<file path="src/rtl/cmdq_pkg.sv">
package cmdq_pkg;

    localparam int unsigned CMD_W  = 8;
    localparam int unsigned CODE_W = CMD_W - 1;
    localparam int unsigned QDEPTH = 2;
    localparam int unsigned CNT_W  = $clog2(QDEPTH + 1);

    typedef enum logic [1:0] {
        MODE_IDLE = 2'd0,
        MODE_INIT = 2'd1,
        MODE_TARG = 2'd2,
        MODE_RSVD = 2'd3
    } op_mode_e;

    localparam logic [CODE_W-1:0] OP_NOP     = 7'h00;
    localparam logic [CODE_W-1:0] OP_FLUSH   = 7'h01;
    localparam logic [CODE_W-1:0] OP_CHIPRST = 7'h02;
    localparam logic [CODE_W-1:0] OP_BUSRST  = 7'h03;
    localparam logic [CODE_W-1:0] OP_SETATN  = 7'h1A;

    typedef struct packed {
        logic             start;
        logic             illegal;
        logic             gross;
        logic             chip_rst;
        logic             bus_rst;
        logic             flush;
        logic             atn;
        logic [CMD_W-1:0] cmd;
    } evt_t;

endpackage

</file>
<file path="src/rtl/cmdq_legal.sv">
module cmdq_legal
    import cmdq_pkg::*;
#(
    parameter bit ENHANCED = 1'b0
) (
    input  logic [CODE_W-1:0] code_i,
    input  logic [1:0]        mode_i,
    output logic              legal_o,
    output logic              self_done_o,
    output logic              is_flush_o,
    output logic              is_atn_o
);

    localparam logic [3:0] G4_LAST = ENHANCED ? 4'd6 : 4'd5;

    logic [2:0] grp;
    logic [3:0] sub;
    op_mode_e   md;

    assign grp = code_i[6:4];
    assign sub = code_i[3:0];
    assign md  = op_mode_e'(mode_i);

    always_comb begin
        legal_o = 1'b0;
        case (grp)
            3'd0: legal_o = (sub <= 4'd3) ||
                            (ENHANCED && md == MODE_TARG && sub == 4'd4);
            3'd1: legal_o = (md == MODE_INIT) &&
                            ((sub <= 4'd2) || sub == 4'd8 || sub == 4'd10 ||
                             (ENHANCED && sub == 4'd11));
            3'd2: legal_o = (md == MODE_TARG) && (sub <= 4'd11) && (sub != 4'd6);
            3'd4: legal_o = (md == MODE_IDLE) && (sub <= G4_LAST);
            default: legal_o = 1'b0;
        endcase
    end

    always_comb begin
        is_flush_o  = (code_i == OP_FLUSH);
        is_atn_o    = (code_i == OP_SETATN);
        self_done_o = legal_o && (code_i == OP_NOP || is_flush_o || is_atn_o);
    end

endmodule

</file>
<file path="src/rtl/cmdq_store.sv">
module cmdq_store
    import cmdq_pkg::*;
(
    input  logic             clk,
    input  logic             rst_n,
    input  logic             wr_en_i,
    input  logic [CMD_W-1:0] wr_data_i,
    input  logic             ext_pop_i,
    input  logic             self_pop_i,
    output logic [CMD_W-1:0] head_o,
    output logic [CNT_W-1:0] cnt_o,
    output logic             pend_o,
    output logic             acc_chip_o,
    output logic             acc_bus_o,
    output logic             drop_full_o
);

    typedef struct packed {
        logic [QDEPTH-1:0][CMD_W-1:0] ent;
        logic [CNT_W-1:0]             cnt;
        logic                         pend;
    } st_t;

    st_t st_d, st_q;
    logic pop_ok, is_rst, rst_acc;

    always_comb begin
        st_d        = st_q;
        st_d.pend   = 1'b0;
        pop_ok      = self_pop_i ||
                      (ext_pop_i && !st_q.pend && st_q.cnt != '0);
        is_rst      = (wr_data_i[CODE_W-1:0] == OP_CHIPRST) ||
                      (wr_data_i[CODE_W-1:0] == OP_BUSRST);
        drop_full_o = 1'b0;
        rst_acc     = 1'b0;

        if (pop_ok) begin
            for (int i = 0; i < QDEPTH - 1; i++) begin
                st_d.ent[i] = st_q.ent[i+1];
            end
            st_d.cnt  = st_q.cnt - 1'b1;
            st_d.pend = (st_d.cnt != '0);
        end

        if (wr_en_i) begin
            if (st_d.cnt == CNT_W'(QDEPTH)) begin
                drop_full_o = 1'b1;
            end else if (is_rst) begin
                rst_acc   = 1'b1;
                st_d.cnt  = '0;
                st_d.pend = 1'b0;
            end else begin
                st_d.ent[st_d.cnt[0]] = wr_data_i;
                if (st_d.cnt == '0) begin
                    st_d.pend = 1'b1;
                end
                st_d.cnt = st_d.cnt + 1'b1;
            end
        end

        acc_chip_o = rst_acc && (wr_data_i[CODE_W-1:0] == OP_CHIPRST);
        acc_bus_o  = rst_acc && (wr_data_i[CODE_W-1:0] == OP_BUSRST);
    end

    always_ff @(posedge clk) begin
        if (!rst_n) begin
            st_q <= '0;
        end else begin
            st_q <= st_d;
        end
    end

    assign head_o = st_q.ent[0];
    assign cnt_o  = st_q.cnt;
    assign pend_o = st_q.pend;

    // occupancy never exceeds the queue depth
    assert_no_overflow_R6: assert property (@(posedge clk) disable iff (!rst_n)
        st_q.cnt <= CNT_W'(QDEPTH));

    // a write to a full queue with no pop leaves contents untouched
    assert_full_drop_R6: assert property (@(posedge clk) disable iff (!rst_n)
        (wr_en_i && st_q.cnt == CNT_W'(QDEPTH) && !ext_pop_i && !self_pop_i)
        |=> (st_q.cnt == CNT_W'(QDEPTH) && $stable(st_q.ent)));

    // an accepted reset code leaves an empty, idle queue
    assert_reset_flush_R8: assert property (@(posedge clk) disable iff (!rst_n)
        (wr_en_i && st_q.cnt < CNT_W'(QDEPTH) &&
         (wr_data_i[CODE_W-1:0] == OP_CHIPRST || wr_data_i[CODE_W-1:0] == OP_BUSRST))
        |=> (st_q.cnt == '0 && !st_q.pend));

    // a pending launch always has a head behind it
    assert_pend_has_head_R7: assert property (@(posedge clk) disable iff (!rst_n)
        st_q.pend |-> st_q.cnt != '0);

endmodule

</file>
<file path="src/rtl/cmdq_front.sv">
module cmdq_front
    import cmdq_pkg::*;
#(
    parameter bit ENHANCED = 1'b0
) (
    input  logic             clk,
    input  logic             rst_n,
    input  logic [1:0]       mode_i,
    input  logic             wr_en_i,
    input  logic [CMD_W-1:0] wr_data_i,
    input  logic             pop_i,
    output logic             start_o,
    output logic             illegal_o,
    output logic [CMD_W-1:0] cmd_o,
    output logic             gross_err_o,
    output logic             chip_rst_o,
    output logic             bus_rst_o,
    output logic             flush_o,
    output logic             atn_o,
    output logic [CNT_W-1:0] q_count_o
);

    logic [CMD_W-1:0] head;
    logic [CNT_W-1:0] cnt;
    logic             pend, acc_chip, acc_bus, drop_full;
    logic             legal, self_done, is_flush, is_atn;
    logic             self_pop, kill, go;
    evt_t             ev_d, ev_q;

    cmdq_legal #(.ENHANCED(ENHANCED)) u_legal (
        .code_i      (head[CODE_W-1:0]),
        .mode_i      (mode_i),
        .legal_o     (legal),
        .self_done_o (self_done),
        .is_flush_o  (is_flush),
        .is_atn_o    (is_atn)
    );

    assign self_pop = pend && self_done;

    cmdq_store u_store (
        .clk         (clk),
        .rst_n       (rst_n),
        .wr_en_i     (wr_en_i),
        .wr_data_i   (wr_data_i),
        .ext_pop_i   (pop_i),
        .self_pop_i  (self_pop),
        .head_o      (head),
        .cnt_o       (cnt),
        .pend_o      (pend),
        .acc_chip_o  (acc_chip),
        .acc_bus_o   (acc_bus),
        .drop_full_o (drop_full)
    );

    always_comb begin
        kill          = acc_chip || acc_bus;
        go            = pend && !kill;
        ev_d          = '0;
        ev_d.start    = go && legal;
        ev_d.illegal  = go && !legal;
        ev_d.flush    = go && legal && is_flush;
        ev_d.atn      = go && legal && is_atn;
        ev_d.gross    = drop_full;
        ev_d.chip_rst = acc_chip;
        ev_d.bus_rst  = acc_bus;
        ev_d.cmd      = go ? head : '0;
    end

    always_ff @(posedge clk) begin
        if (!rst_n) begin
            ev_q <= '0;
        end else begin
            ev_q <= ev_d;
        end
    end

    assign start_o     = ev_q.start;
    assign illegal_o   = ev_q.illegal;
    assign cmd_o       = ev_q.cmd;
    assign gross_err_o = ev_q.gross;
    assign chip_rst_o  = ev_q.chip_rst;
    assign bus_rst_o   = ev_q.bus_rst;
    assign flush_o     = ev_q.flush;
    assign atn_o       = ev_q.atn;
    assign q_count_o   = cnt;

    // a launch is either started or refused, never both
    assert_launch_excl_R5: assert property (@(posedge clk) disable iff (!rst_n)
        $onehot0({start_o, illegal_o}));

    // flush strobe only accompanies a started flush code
    assert_flush_start_R9: assert property (@(posedge clk) disable iff (!rst_n)
        flush_o |-> (start_o && cmd_o[CODE_W-1:0] == OP_FLUSH));

    // attention only raised from initiator mode
    assert_atn_mode_R10: assert property (@(posedge clk) disable iff (!rst_n)
        atn_o |-> (start_o && $past(mode_i) == MODE_INIT));

    // a reset strobe comes with an empty queue
    assert_rst_empty_R8: assert property (@(posedge clk) disable iff (!rst_n)
        (chip_rst_o || bus_rst_o) |-> (q_count_o == '0 && !start_o && !illegal_o));

endmodule

</file>
<file path="config.mk">
export PLATFORM = sky130hd
export DESIGN_NAME = cmdq_front
export DESIGN_NICKNAME = d
export VERILOG_FILES = /design/src/rtl/cmdq_pkg.sv /design/src/rtl/cmdq_legal.sv /design/src/rtl/cmdq_store.sv /design/src/rtl/cmdq_front.sv
export SDC_FILE = /design/constraint.sdc
export NUM_CORES = 1
export LEC_CHECK = 0
export BUFFER_PORTS_ARGS = -buffer_cell sky130_fd_sc_hd__buf_4
export CAP_MARGIN = 10
export CORE_MARGIN = 5
export CORE_UTILIZATION = 45
export CTS_CLUSTER_SIZE = 8
export DETAILED_ROUTE_END_ITERATION = 6
export MAX_ROUTING_LAYER = met4
export PLACE_DENSITY = 0.71
export SLEW_MARGIN = 0
export SYNTH_ARGS = -nofsm -noshare
export SYNTH_HDL_FRONTEND = slang
export SYNTH_SLANG_ARGS = --single-unit
</file>
<file path="constraint.sdc">
create_clock -name clk -period 3.8 [get_ports clk]
set_input_delay 1.14 -clock clk [delete_from_list [all_inputs] [get_ports clk]]
set_output_delay 1.14 -clock clk [all_outputs]
set_load 0.01 [all_outputs]
</file>
## Word level (Yosys, flattened, before mapping)

Index checks and enable logic that the tools add are counted.

- Flip-flop bits (word level): 34
- Memory bits (read-only): 0
- Bits in writable memories: 0
- Word-level logic and storage cells: 84
- Output and inout port bits: 17
- Bits in latches: 0
- Memories kept: 0

- Equal/unequal tests: 13
- Reduce and logical (&&, ||, !) cells: 35
- Multiply operators: 0
- Add/subtract/negate cells: 2
- Div/mod/pow operators: 0
- Multiplexer cells: 14
- Bitwise gates (word level): 2
- Shifts and indexed selects: 0
- Magnitude comparators: 6

Operator list:

| kind | number |
|---|---|
| $mux W11 | 3 |
| $bwmux W16 | 1 |
| $logic_and A1 B1 Y1 | 16 |
| $mux W8 | 2 |
| $eq A7 B2 Y1 const B | 2 |
| $demux W8 S1 | 1 |
| $eq A4 B4 Y1 const B | 2 |
| $le A4 B2 Y1 const B | 2 |
| $eq A7 B1 Y1 const B | 1 |
| $eq A7 B5 Y1 const B | 1 |
| $logic_not A7 Y1 | 1 |
| $logic_or A1 B1 Y1 | 7 |
| $mux W1 | 5 |
| $eq A2 B2 Y1 const B | 2 |
| $le A4 B3 Y1 const B | 1 |
| $le A4 B4 Y1 const B | 1 |
| $logic_not A2 Y1 | 2 |
| $ne A4 B3 Y1 const B | 1 |
| $pmux W1 S4 | 1 |
| $reduce_and A2 Y1 | 2 |
| $reduce_bool A2 Y1 | 2 |
| $eq A3 B1 Y1 const B | 1 |
| $eq A3 B2 Y1 const B | 1 |
| $eq A3 B3 Y1 const B | 1 |
| 10 further kinds | 13 |

## Logic depth before layout (Yosys ltp)

- Depth after elaboration: 18
- Mapped depth: 13
- Gate-level depth less buffers: 12

## Hierarchy

Synthesis repeated with hierarchy kept, for this count alone.

- Cell total of the unflattened synthesis: 176
- Area total of the unflattened synthesis: 1664.1 um^2

Modules (own cells, without submodules):

| module | seq. area each (um^2) | area an instance (um^2) | cells each | instances |
|---|---|---|---|---|
| cmdq_store | 380.4 | 1111.1 | 123 | 1 |
| cmdq_front | 300.3 | 434.2 | 34 | 1 |
| cmdq_legal | 0.0 | 118.9 | 19 | 1 |

## Least setup slack after synthesis

Ideal clock, no wire load.

- Path type: in2reg
- From: in mode_i[1]
- To: reg u_store.st_q, in the netlist u_store.head_o[0]
- Arrival time: 3.450 ns
- Slack: 0.276 ns
- Cell stages on the path: 13
- Cell sequence: nor2b_1 > o21ai_1 > a21bo_2 > nand2_1 > o21ai_0 > inv_1 > ha_1 > nor2b_1 > or2b_1 > buf_6 > or3_1 > buf_2 > a31oi_1

- Cells in the longest elaborated chain, start to end: 16
- Elaborated cells between the ends (all ways): 22
- Those cells by class: order compare: 2; eq/ne: 3; mux: 8; reduce/logical: 9

Ends and longest elaborated chain:

| item | line | text |
|---|---|---|
| from (decl) | cmdq_front.sv:8 | `input logic [1:0] mode_i,` |
| $eq A2 B2 Y1 | cmdq_legal.sv:32 | `3'd2: legal_o = (md == MODE_TARG) && (sub <= 4'd11) && (sub != 4'd6);` |
| $logic_and A1 B1 Y1 (2 in series) | cmdq_legal.sv:32 |  |
| $pmux W1 S4 (*) | cmdq_legal.sv:26 | `case (grp)` |
| $logic_and A1 B1 Y1 (*) | cmdq_legal.sv:41 | `self_done_o = legal_o && (code_i == OP_NOP \|\| is_flush_o \|\| is_atn_o);` |
| $logic_and A1 B1 Y1 (*) | cmdq_front.sv:39 | `assign self_pop = pend && self_done;` |
| $logic_or A1 B1 Y1 (*) | cmdq_store.sv:30 | `pop_ok = self_pop_i \|\|` |
| $mux W11 (*) | cmdq_store.sv:37 | `if (pop_ok) begin` |
| $lt A1 B2 Y1 (not written as such) / $ge A1 B1 Y1 (equally long branches) | cmdq_store.sv:53 | `st_d.ent[st_d.cnt[0]] = wr_data_i;` |
| $logic_and A1 B1 Y1 (not written as such) | cmdq_store.sv:53 |  |
| $mux W8 (not written as such) | cmdq_store.sv:53 |  |
| $demux W8 S1 | - |  |
| $bwmux W16 | cmdq_store.sv:53 |  |
| $mux W8 | cmdq_store.sv:48 | `end else if (is_rst) begin` |
| $mux W11 | cmdq_store.sv:46 | `if (st_d.cnt == CNT_W'(QDEPTH)) begin` |
| $mux W11 (*) | cmdq_store.sv:45 | `if (wr_en_i) begin` |
| to (signal assigned) | cmdq_store.sv:69 | `st_q <= st_d;` |
| to (decl) | cmdq_store.sv:24 | `st_t st_d, st_q;` |

Mark *: on every way between the ends. The rest lies on a longest branch, timed or not.
A chain may end at the register's enable or synchronous reset.

## Worst setup path after layout

- From: in mode_i[1]
- To: reg u_store.st_q, in the netlist u_store.head_o[2]

Same word-level chain as after synthesis.

==> impl_metrics.csv <==
group,metric,value,unit
status,result_of_the_run,"finished, final reports clean",
timing,min_period_over_period,89.8,%
worst_hold_path,timing.hold.worst.class,"flop to flop",
floorplan,fp.dieH,68.8,um
timing,report.final.setup_viol,0,
setup_path,worst_setup_path_end_kind,"flop",
pwr,vdd.ir_drop.worst,0.387,mV
cells_and_area,post-route-cell-area,0.00185,mm^2
timing,grt_setup_unrepaired,"no",
setup_path,cp.required,4.05,ns
global_routing,most_crowded_layer_after_global_routing,"met2",
timing,tns,0,ns
placed_design,dp_hpwl,2510,um
logic_synthesis,synth-warning-count,0,
setup_path,cp_slowest_stage_delay,0.46,ns
setup_path,critical_path.cell_chain,"buf_4, nor2b_1, o21ai_1, a21bo_2, a21oi_2, nor2_1, ha_1, nor2b_1, or2b_1, or3_1, a31oi_1",
global_routing,global_route_wire_length_before_repair,5440,um
global_routing,grtUsageTotal,16.0,%
cts,clock_insertion_delay_worst_skew,0.34,ns
global_routing,global_routing_usage_on_met3,5.35,%
timing,finalWorstPathRequiredPeriod,3.41,ns
timing,clock.fmax,0.293,GHz
cells_and_area,fraction_of_layout_cells_with_a_size_suffix_above_1,24.4,%
timing,clock-skew-final,0.0108,ns
cts,numCtsBuffers,5,
timing,max_transition_margin,65.9,%
logic_synthesis,synth-seq-area-share,43.7,%
placed_design,routabilityCongestion,0.888,
cts,cts-resized-gates,0,
timing,tightestPinTransition,0.509,ns
global_routing,global_route_met1_utilization,18.6,%
floorplan,fp.dieArea,0.00473,mm^2
pwr,share_comb_of_total_power,43.1,%
cells_and_area,final_net_count,220,
cells_and_area,seq_area,681,um^2
setup_path,criticalPathCategory,"input pin to flop",
global_routing,groute.layer.met2.usage,25.5,%
cells_and_area,antenna-diode-count,0,
run,max_cap_violations,0,
cts,cts.root.buffer_cell,"sky130_fd_sc_hd__clkbuf_4",
cts,clock_sinks,34,
pwr,p_int,0.759,mW
cts,cts.clk_slew.worst_paths,0.10,ns
cts,cts_setup_buffers,0,
setup_path,path_buf_inv,1,
floorplan,initial_utilization,46.6,%
global_routing,grt_start_max_net_pins,33,
drt,antenna_violating_nets_post_route,0,
drt,drt_iter0_markers,67,
setup_path,crit_path_top_delay_cell,"sky130_fd_sc_hd__or3_1",
drt,drtPass1Iterations,4,
floorplan,core_region_area,0.00334,mm^2
setup_path,path_delay_family,"simple AND/OR/NAND/NOR gates",
placed_design,io_buffer_count,30,
timing,hold_violations,0,
global_routing,initial_antenna_violation_count,0,
placed_design,post-place-ws,0.0327,ns
timing,worst_hold_slack,0.462,ns
logic_synthesis,synth.lib_cells_used.distinct,39,
setup_path,largest_driver_fanout_on_the_critical_path,12,
logic_synthesis,syn_avg_cell_area,9.10,um^2
global_routing,grt_overflow,0,
pwr,design_power_total,1.25,mW
floorplan,die_width,68.8,um
placed_design,post_dp_area,0.00180,mm^2
drt,wire_per_inst,13.6,um
floorplan,placement_rows,21,
cts,hold_buffers_post_cts,0,
cells_and_area,fillers,331,
pwr,seq_power_share,41.2,%
global_routing,first_global_vias,1236,
timing,pins_over_their_slew_limit,0,
cts,htree_num_levels,2,
logic_synthesis,synthesis.area,0.00156,mm^2
pwr,power.leakage,0.799,nW
floorplan,io_pins,31,
cells_and_area,area_of_the_multi_input_gates,782,um^2
drt,wirelength,3350,um
pwr,p_sw,0.488,mW
pwr,pwr_density_cell,673,mW/mm^2
pwr,swShare,39.1,%
cts,tritoncts_clock_tree,"done",
setup_path,worstSetupStartpointType,"input pin",
timing,post-route-worst-setup-slack,0.389,ns
setup_path,worstPathArrival,3.67,ns
drt,drc,0,
drt,via_cell_ratio,5.30,
setup_path,cpMostUsedCell,"sky130_fd_sc_hd__nor2b_1",
logic_synthesis,synth_seq_cells,34,
cells_and_area,areaGrowthSynthToFinish,19.1,%
drt,via_count,1310,
cts,max_clock_buf_depth,2,
logic_synthesis,synth_nets,189,
pwr,p_clk_share,15.7,%
logic_synthesis,syn-instance-count,171,
## stage by stage
stage	util (%)	std cells
4_1_cts	55.5	247
2_1_floorplan	-	171
3_5_place_dp	54.0	241
5_1_grt	55.5	247
3_3_place_gp	54.0	241
6_report	55.5	247
## layer usage
metal / wire [um] / vias to the layer above / part of all wire [%]
met5: 0 / - / 0
met4: 46 / 0 / 1.4
met3: 218 / 5 / 6.5
met2: 1550 / 41 / 46
met1: 1530 / 602 / 46
li1: - / 662 / -
## placed cells by master, fill, tap and decap left out, types with 3 or more instances in the layout
cell and n:
sky130_fd_sc_hd__a31oi_1 8, sky130_fd_sc_hd__and2_1 7, sky130_fd_sc_hd__and3_1 5, sky130_fd_sc_hd__buf_4 35, sky130_fd_sc_hd__clkbuf_4 5, sky130_fd_sc_hd__dfxtp_1 34
sky130_fd_sc_hd__ha_1 4, sky130_fd_sc_hd__inv_1 5, sky130_fd_sc_hd__mux2i_1 9, sky130_fd_sc_hd__nand2_1 37, sky130_fd_sc_hd__nor2_1 5, sky130_fd_sc_hd__nor2b_1 4
sky130_fd_sc_hd__nor3_1 3, sky130_fd_sc_hd__o21ai_0 5, sky130_fd_sc_hd__o41ai_1 8
## cell type report
class | instances | share of cell area [%]
clock buffers | 6 | 2.77
inverters | 5 | 1.01
multi-input cells | 121 | 42.2
flip-flops and latches | 34 | 36.7
well taps | 46 | 3.11
repair buffers | 35 | 14.2
## registers in the layout, indices dropped and copies added (netlist names)
register	count
cmd_o	8
u_store.head_o	8
u_store.st_q	8
u_store.cnt_o	2
atn_o	1
bus_rst_o	1
chip_rst_o	1
flush_o	1
gross_err_o	1
illegal_o	1
start_o	1
u_store.pend_o	1
## cells by family after synthesis
family / count (synthesis) / synth area share (%)
AO/OA/AOI/OAI: 33 / 15.8
adder cells (fa/ha/maj): 4 / 3.22
buffers and inverters: 16 / 6.03
flip-flops: 34 / 43.7
multiplexers: 9 / 5.79
AND/OR/NAND/NOR: 75 / 25.5
## power groups by stage
stage                     Clock (mW)  Combinational, mW  Sequential (mW)
after floorplan                    0              0.408            0.506
after global placement             0              0.509            0.516
after detailed placement           0              0.532            0.524
after CTS                      0.203              0.536            0.514
after global routing           0.212              0.598            0.529
final                          0.196              0.537            0.514
## synthesized netlist by cell type
library cell	count	area share, %
sky130_fd_sc_hd__a211o_1	1	0.56
sky130_fd_sc_hd__a21bo_2	1	0.64
sky130_fd_sc_hd__a21boi_0	1	0.48
sky130_fd_sc_hd__a21boi_1	1	0.48
sky130_fd_sc_hd__a21boi_2	1	0.72
sky130_fd_sc_hd__a21oi_2	1	0.56
sky130_fd_sc_hd__a222oi_1	1	0.64
sky130_fd_sc_hd__a31oi_1	8	3.2
sky130_fd_sc_hd__and2_1	7	2.8
sky130_fd_sc_hd__and2_4	2	1.1
sky130_fd_sc_hd__and3_1	5	2.0
sky130_fd_sc_hd__and4_1	1	0.56
sky130_fd_sc_hd__and4b_1	1	0.64
sky130_fd_sc_hd__buf_2	3	0.96
sky130_fd_sc_hd__buf_4	2	0.96
sky130_fd_sc_hd__buf_6	3	2.2
sky130_fd_sc_hd__clkbuf_1	3	0.72
sky130_fd_sc_hd__dfxtp_1	34	44
sky130_fd_sc_hd__ha_1	4	3.2
sky130_fd_sc_hd__inv_1	5	1.2
sky130_fd_sc_hd__mux2i_1	9	5.8
sky130_fd_sc_hd__nand2_1	37	8.9
sky130_fd_sc_hd__nand2b_1	2	0.80
sky130_fd_sc_hd__nand3b_1	1	0.48
sky130_fd_sc_hd__nor2_1	5	1.2
sky130_fd_sc_hd__nor2b_1	4	1.6
sky130_fd_sc_hd__nor3_1	3	0.96
sky130_fd_sc_hd__nor3_4	1	1.0
sky130_fd_sc_hd__nor3b_1	2	0.96
sky130_fd_sc_hd__o211a_1	1	0.64
sky130_fd_sc_hd__o21ai_0	5	1.6
sky130_fd_sc_hd__o21ai_1	2	0.64
sky130_fd_sc_hd__o21ba_1	1	0.64
sky130_fd_sc_hd__o22ai_1	1	0.40
sky130_fd_sc_hd__o41ai_1	8	4.5
sky130_fd_sc_hd__or2b_1	1	0.48
sky130_fd_sc_hd__or3_1	1	0.40
sky130_fd_sc_hd__or3b_2	1	0.56
sky130_fd_sc_hd__or4b_4	1	0.88
## final timing paths
kind	cells past startpoint	start	endpoint	slack (ns)
worst min-delay path	2	u_store.st_q[11]$_SDFFE_PN0P_	u_store.st_q[11]$_SDFFE_PN0P_	0.46
worst max register to register	10	u_store.cnt_o[0]$_SDFF_PN0_	u_store.head_o[2]$_SDFF_PN0_	0.65
worst min register to register	2	u_store.st_q[11]$_SDFFE_PN0P_	u_store.st_q[11]$_SDFFE_PN0P_	0.46
worst max-delay path	11	mode_i[1]	u_store.head_o[2]$_SDFF_PN0_	0.39
## worst register-to-register path, cell delays in order, from the launching register on
cell and delay [ns]:
sky130_fd_sc_hd__dfxtp_1 0.41, sky130_fd_sc_hd__inv_1 0.09, sky130_fd_sc_hd__ha_1 0.21, sky130_fd_sc_hd__or3b_2 0.47, sky130_fd_sc_hd__a21oi_2 0.43, sky130_fd_sc_hd__nor2_1 0.14
sky130_fd_sc_hd__ha_1 0.25, sky130_fd_sc_hd__nor2b_1 0.15, sky130_fd_sc_hd__or2b_1 0.27, sky130_fd_sc_hd__or3_1 0.47, sky130_fd_sc_hd__a31oi_1 0.20
(Power assumes the default switching activity.)
